### src/rtl/sbd_pkg.sv
package sbd_pkg;
   typedef enum logic {
      PICK_LOWEST  = 1'b0,
      PICK_HIGHEST = 1'b1
   } pick_e;
endpackage

### src/rtl/sbd_prio_enc.sv
module sbd_prio_enc
   import sbd_pkg::*;
#(
   parameter int    WIDTH = 16,
   parameter int    IDX_W = (WIDTH > 1) ? $clog2(WIDTH) : 1,
   parameter pick_e PICK  = PICK_LOWEST
) (
   input  logic [WIDTH-1:0] vec,
   output logic [IDX_W-1:0] idx,
   output logic             any
);
   generate
      if (WIDTH < 2) begin : g_bad_width
         initial $error("sbd_prio_enc: WIDTH must be at least 2");
      end
      if ((1 << IDX_W) < WIDTH) begin : g_bad_idx
         initial $error("sbd_prio_enc: IDX_W too narrow for WIDTH");
      end
   endgenerate

   assign any = |vec;

   generate
      if (PICK == PICK_LOWEST) begin : g_lowest
         // scan downward so the lowest set bit is written last
         always_comb begin
            idx = '0;
            for (int i = WIDTH - 1; i >= 0; i--) begin
               if (vec[i]) idx = IDX_W'(i);
            end
         end
         // no set bit below the chosen index
         always_comb begin
            if (any) begin
               assert_lowest_clear_R3 : assert ((vec & ((WIDTH'(1) << idx) - WIDTH'(1))) == '0);
            end
         end
      end else begin : g_highest
         always_comb begin
            idx = '0;
            for (int i = 0; i < WIDTH; i++) begin
               if (vec[i]) idx = IDX_W'(i);
            end
         end
         // no set bit above the chosen index
         always_comb begin
            if (any) begin
               assert_highest_clear_R4 : assert ((vec >> idx) == WIDTH'(1));
            end
         end
      end
   endgenerate
endmodule

### src/rtl/sbd_history.sv
module sbd_history #(
   parameter int WIDTH = 16,
   parameter int IDX_W = 4
) (
   input  logic             clk,
   input  logic             rst_n,
   input  logic             accept,
   input  logic [WIDTH-1:0] frame,
   input  logic [IDX_W-1:0] frame_hi_idx,
   output logic [WIDTH-1:0] prev_frame,
   output logic [IDX_W-1:0] held_hi_idx
);
   logic [WIDTH-1:0] prev_q;
   logic [IDX_W-1:0] hold_q;

   always_ff @(posedge clk) begin
      if (!rst_n) begin
         prev_q <= '0;
         hold_q <= '0;
      end else if (accept) begin
         prev_q <= frame;
         if (|frame) hold_q <= frame_hi_idx;
      end
   end

   assign prev_frame  = prev_q;
   assign held_hi_idx = hold_q;

   // history frozen on cycles that are not accepted
   assert_hist_frozen_R6 : assert property (@(posedge clk) disable iff (!rst_n)
      !accept |=> ($stable(prev_q) && $stable(hold_q)));

   // accepted vector becomes the history
   assert_hist_capture_R2 : assert property (@(posedge clk) disable iff (!rst_n)
      accept |=> (prev_q == $past(frame)));
endmodule

### src/rtl/sbd_seg_mask.sv
module sbd_seg_mask #(
   parameter int SEGS  = 16,
   parameter int SEG_W = 8,
   localparam int DW   = SEGS * SEG_W
) (
   input  logic [SEGS-1:0] frame,
   input  logic [DW-1:0]   data_in,
   output logic [DW-1:0]   data_out
);
   generate
      for (genvar s = 0; s < SEGS; s++) begin : g_seg
         assign data_out[s*SEG_W +: SEG_W] = frame[s] ? data_in[s*SEG_W +: SEG_W] : '0;
      end
   endgenerate
endmodule

### src/rtl/seg_boundary_decoder.sv
module seg_boundary_decoder
   import sbd_pkg::*;
#(
   parameter int SEG_COUNT = 16,
   parameter int SEG_W     = 8,
   localparam int IDX_W    = $clog2(SEG_COUNT),
   localparam int DATA_W   = SEG_COUNT * SEG_W
) (
   input  logic              clk,
   input  logic              rst_n,
   input  logic              in_valid,
   input  logic [SEG_COUNT-1:0] in_frame,
   input  logic [DATA_W-1:0] in_data,
   output logic              out_valid,
   output logic              out_sop,
   output logic [IDX_W-1:0]  out_sop_seg,
   output logic              out_eop,
   output logic [IDX_W-1:0]  out_eop_seg,
   output logic              out_has_data,
   output logic [SEG_COUNT-1:0] out_seg_mask,
   output logic [DATA_W-1:0] out_data
);
   generate
      if (SEG_COUNT < 2 || SEG_COUNT > 1024) begin : g_bad_segs
         initial $error("seg_boundary_decoder: SEG_COUNT out of range");
      end
      if (SEG_W < 1) begin : g_bad_segw
         initial $error("seg_boundary_decoder: SEG_W must be positive");
      end
   endgenerate

   logic [IDX_W-1:0]     lo_idx, hi_idx, held_idx;
   logic                 frame_nz, hi_any;
   logic [SEG_COUNT-1:0] prev_frame;
   logic [DATA_W-1:0]    masked;
   logic                 sop_c, eop_c;

   sbd_prio_enc #(.WIDTH(SEG_COUNT), .IDX_W(IDX_W), .PICK(PICK_LOWEST)) u_lo (
      .vec(in_frame), .idx(lo_idx), .any(frame_nz)
   );

   sbd_prio_enc #(.WIDTH(SEG_COUNT), .IDX_W(IDX_W), .PICK(PICK_HIGHEST)) u_hi (
      .vec(in_frame), .idx(hi_idx), .any(hi_any)
   );

   sbd_history #(.WIDTH(SEG_COUNT), .IDX_W(IDX_W)) u_hist (
      .clk(clk), .rst_n(rst_n), .accept(in_valid), .frame(in_frame),
      .frame_hi_idx(hi_idx), .prev_frame(prev_frame), .held_hi_idx(held_idx)
   );

   sbd_seg_mask #(.SEGS(SEG_COUNT), .SEG_W(SEG_W)) u_mask (
      .frame(in_frame), .data_in(in_data), .data_out(masked)
   );

   assign sop_c = in_valid &  frame_nz & ~(|prev_frame);
   assign eop_c = in_valid & ~frame_nz &  (|prev_frame);

   always_ff @(posedge clk) begin
      if (!rst_n) begin
         out_valid    <= 1'b0;
         out_sop      <= 1'b0;
         out_sop_seg  <= '0;
         out_eop      <= 1'b0;
         out_eop_seg  <= '0;
         out_has_data <= 1'b0;
         out_seg_mask <= '0;
         out_data     <= '0;
      end else begin
         out_valid    <= in_valid;
         out_sop      <= sop_c;
         out_sop_seg  <= sop_c ? lo_idx : '0;
         out_eop      <= eop_c;
         out_eop_seg  <= eop_c ? held_idx : '0;
         out_has_data <= in_valid & frame_nz;
         out_seg_mask <= in_valid ? in_frame : '0;
         out_data     <= in_valid ? masked : '0;
      end
   end

   // start and end never in the same cycle
   assert_sop_eop_excl_R4 : assert property (@(posedge clk) disable iff (!rst_n)
      !(out_sop && out_eop));

   // indices parked at zero without their strobe
   assert_sop_seg_zero_R7 : assert property (@(posedge clk) disable iff (!rst_n)
      !out_sop |-> (out_sop_seg == '0));
   assert_eop_seg_zero_R7 : assert property (@(posedge clk) disable iff (!rst_n)
      !out_eop |-> (out_eop_seg == '0));

   // nothing reported for a cycle that was not accepted
   assert_idle_quiet_R6 : assert property (@(posedge clk) disable iff (!rst_n)
      !out_valid |-> (!out_sop && !out_eop && !out_has_data && out_seg_mask == '0));

   // the start segment is marked in the reported mask
   assert_sop_in_mask_R3 : assert property (@(posedge clk) disable iff (!rst_n)
      out_sop |-> out_seg_mask[out_sop_seg]);

   // content flag agrees with the mask
   assert_has_data_mask_R5 : assert property (@(posedge clk) disable iff (!rst_n)
      out_has_data == (out_seg_mask != '0));

   // valid is a one-clock delay of the input
   assert_valid_delay_R9 : assert property (@(posedge clk) disable iff (!rst_n)
      in_valid |=> out_valid);

   // an end is only reported on an empty accepted cycle
   assert_eop_empty_R4 : assert property (@(posedge clk) disable iff (!rst_n)
      out_eop |-> (out_valid && !out_has_data));
endmodule

### config.mk
export PLATFORM = sky130hd
export DESIGN_NAME = seg_boundary_decoder
export DESIGN_NICKNAME = d
export VERILOG_FILES = /design/src/rtl/sbd_pkg.sv /design/src/rtl/sbd_prio_enc.sv /design/src/rtl/sbd_history.sv /design/src/rtl/sbd_seg_mask.sv /design/src/rtl/seg_boundary_decoder.sv
export SDC_FILE = /design/constraint.sdc
export NUM_CORES = 1
export LEC_CHECK = 0
export BUFFER_PORTS_ARGS = -buffer_cell sky130_fd_sc_hd__buf_2
export CELL_PAD_IN_SITES_DETAIL_PLACEMENT = 1
export CELL_PAD_IN_SITES_GLOBAL_PLACEMENT = 1
export CORE_ASPECT_RATIO = 2
export CORE_MARGIN = 2
export CORE_UTILIZATION = 34
export CTS_CLUSTER_SIZE = 28
export DETAILED_ROUTE_END_ITERATION = 8
export PLACE_DENSITY = 0.88
export RECOVER_POWER = 50
export SETUP_SLACK_MARGIN = 0.2
export SLEW_MARGIN = 20
export SYNTH_ARGS = -nofsm -noshare
export SYNTH_HDL_FRONTEND = slang
export SYNTH_SLANG_ARGS = --single-unit
### constraint.sdc
create_clock -name clk -period 2.5 [get_ports clk]
set_input_delay 0.25 -clock clk [delete_from_list [all_inputs] [get_ports clk]]
set_output_delay 0.25 -clock clk [all_outputs]
set_load 0.01 [all_outputs]
==> flow_summary.toml <==
[cells_and_area]
nets = 899
layout.cells.non_filler = 965
drive_gt1_share_pct = 40.13
final_area_sq_um = 7495
multiInputGateArea_sq_um = 1620
regArea_sq_um = 3523
fill_cells = 1768
area_growth_pct = 41.94

[floorplan]
core_sq_um = 15210
dieHeight_microns = 180.2
io_pins = 303
rows = 64
die_w_microns = 92.12
die-area_sq_um = 16600
initial_utilization_pct = 34.70

[routing]
vias = 4248
wl_per_cell_microns = 15.83
via_per_inst = 4.402
antenna_left = 0
drc = 0
postRouteWirelength_microns = 15280
dr.pass1.iters = 4
drt_iter0_drc = 73

[worst_setup_path]
cp_num_cells = 4
reg2reg_slack_ns = 0.80
crit_type = "in2reg"
cp_num_buf_inv = 2
required_ns = 2.85
end_kind = "flip-flop"
path_delay_family = "simple AND/OR/NAND/NOR gates"
cp_max_fo = 24
arrival_ns = 2.24
crit_path_end = "out_data[94]"
rr_endpoint = "out_sop_seg[0]"
crit_slowest_cell = "nor3_1"
r2r_cells = 4
rr_startpoint = "u_hist.prev_frame[2]"
cp_cell_sequence = "clkbuf_1 > inv_1 > nor3_1 > and2_1"
setup.worst_path.start = "rst_n"
cp-start-kind = "input pin"
slowest_delay_ns = 0.80

[sta]
worst_pin_slew_ns = 0.8514
fmax_mhz = 529.3
finalSetupViolCount = 0
slew_violations = 0
setup_tns_ns = 0
fin_crit_sh_pct = 75.57
relSlewSlack_pct = 42.80
worst_slack_ns = 0.6108
hold_ws_ns = 0.02314
rsz0062_at_grt = "false"
hold_viol = 0
worst_clock_skew_ns = 0.006450
finalCriticalPeriod_ns = 1.889

[cts]
cts_tree = "yes"
root_buffer = "clkbuf_16"
clk_latency_ns = 0.42
cts_sinks = 176
clock_path_buffers = 2
htree_levels = 4
cts-hold-fix-buffers = 0
path_clk_slew_ns = 0.07
cts_resized = 0
cts_buffers = 17
post_cts_buffers = 0

[synth]
synth_ff_type = "dfxtp_1"
async_flop_share_pct = 0
seq_area_frac_synth_pct = 66.73
synth_nets = 598
yosysTopAreaCellShare_pct = 66.73
netlist_instances = 451
synth_edf_count = 0
yosysMostFrequentCell = "dfxtp_1"
synthesis.area_sq_um = 5280
synth_top_cells_by_count = "dfxtp_1 (176), and2_1 (132), nor2_1 (28), clkbuf_1 (16), mux2i_1 (16)"
yosys_warnings = 0
yosysTopAreaCell = "dfxtp_1"
ys_top_cells_by_area = "dfxtp_1 (67%), and2_1 (16%), mux2i_1 (3.0%), nor4_4 (2.0%), nor2_1 (2.0%)"
ys_ff_latch = 176
syn-mean-instance-area_sq_um = 11.71
ys_types = 40

[worst_hold_path]
worstHoldPathType = "in2reg"

[run_status]
status = "finished clean"

[pwr]
peakVddDrop_mv = 0.4418
power.density_nw_per_um2 = 795.4
p_leak_nw = 3.690

[global_routing]
antenna_found_initial = 2
grt_max_degree = 25
grtUsageTotal_pct = 18.49
first_global_vias = 4532
grt_first_pass_wirelength_microns = 23400
gr-total-overflow = 0

[placed_design]
placed_cells = 931
gp_congestion = 0.8050
place_ws_ns = 0.8135
placed_area_sq_um = 6950
place_hpwl_microns = 12240
io_buffers = 302

[flow_run]
cap_viol_max_count = 0
==> per-stage QoR <==
step	power [mW]	utilization, %
floorplan	3.156	-
global placement	3.374	45.68
detailed placement	3.390	45.68
CTS	6.046	49.60
global route	6.205	49.26
finish	5.961	49.26
==> how the worst min path moves through the flow <==
stage / startpoint / to / cells past startpoint
2_1_floorplan: in_frame[0] / out_sop_seg[0] / 1
5_1_grt: in_data[33] / out_data[33] / 2
4_1_cts: in_data[43] / out_data[43] / 2
3_5_place_dp: in_data[49] / out_data[49] / 2
3_3_place_gp: u_hist.held_hi_idx[3] / u_hist.held_hi_idx[3] / 2
6_report: in_data[43] / out_data[43] / 2
==> final cells by class <==
| cell class | instances | share of cell area [%] |
|---|---|---|
| timing repair buffer | 304 | 19.70 |
| sequential | 176 | 47.01 |
| clock buffer | 19 | 5.910 |
| inverter | 7 | 0.3506 |
| clock inverter | 13 | 2.037 |
| tap | 198 | 3.306 |
| antenna | 2 | 0.06678 |
| multi-input combinational | 246 | 21.62 |
==> cells in the final DEF (no fill, tap or decap), drive strengths merged, types with 3 or more instances in the layout <==
cell	Yosys	layout
buf	6	268
dfxtp	176	176
and2	133	133
clkbuf	16	55
nor2	28	28
mux2i	16	16
and3	12	12
inv	7	12
nor4	11	11
nand2	5	5
nor3	4	4
o31ai	4	4
a31oi	4	4
o21ai	4	4
a21oi	3	3
nand2b	3	3
clkinvlp	0	3
clkinv	0	3
==> state kept, by name (all words and copies together) (netlist names) <==
signal,flops
out_seg_mask,16
out_has_data,1
out_valid,1
u_hist.prev_frame,16
out_eop,1
out_eop_seg,4
out_data,128
u_hist.held_hi_idx,4
out_sop_seg,4
out_sop,1
==> kinds of logic (layout without fill, tap and decap cells) <==
family	Yosys count	in the layout	synth area share, %
mux	16	16	3.033
compound gates	23	23	3.057
simple gates	207	207	24.72
flops	176	176	66.73
other cells	0	2	0
buf+inv	29	343	2.465
==> power by group <==
| part | leakage [nW] | internal (mW) | switching [mW] |
|---|---|---|---|
| combinational | 1.97 | 0.186 | 0.212 |
| clock | 0.282 | 1.52 | 1.13 |
| sequential | 1.44 | 2.89 | 0.0263 |
==> per-layer routing <==
layer | vias to the layer above | part of all wire, % | track usage [%]
met1 | 1955 | 33 | 17.31
li1 | 2056 | - | -
met4 | 0 | 4.4 | 11.04
met3 | 43 | 6.1 | 4.977
met2 | 194 | 56 | 34.74
met5 | - | 0 | 0
Power figures use the tool's default switching activity.
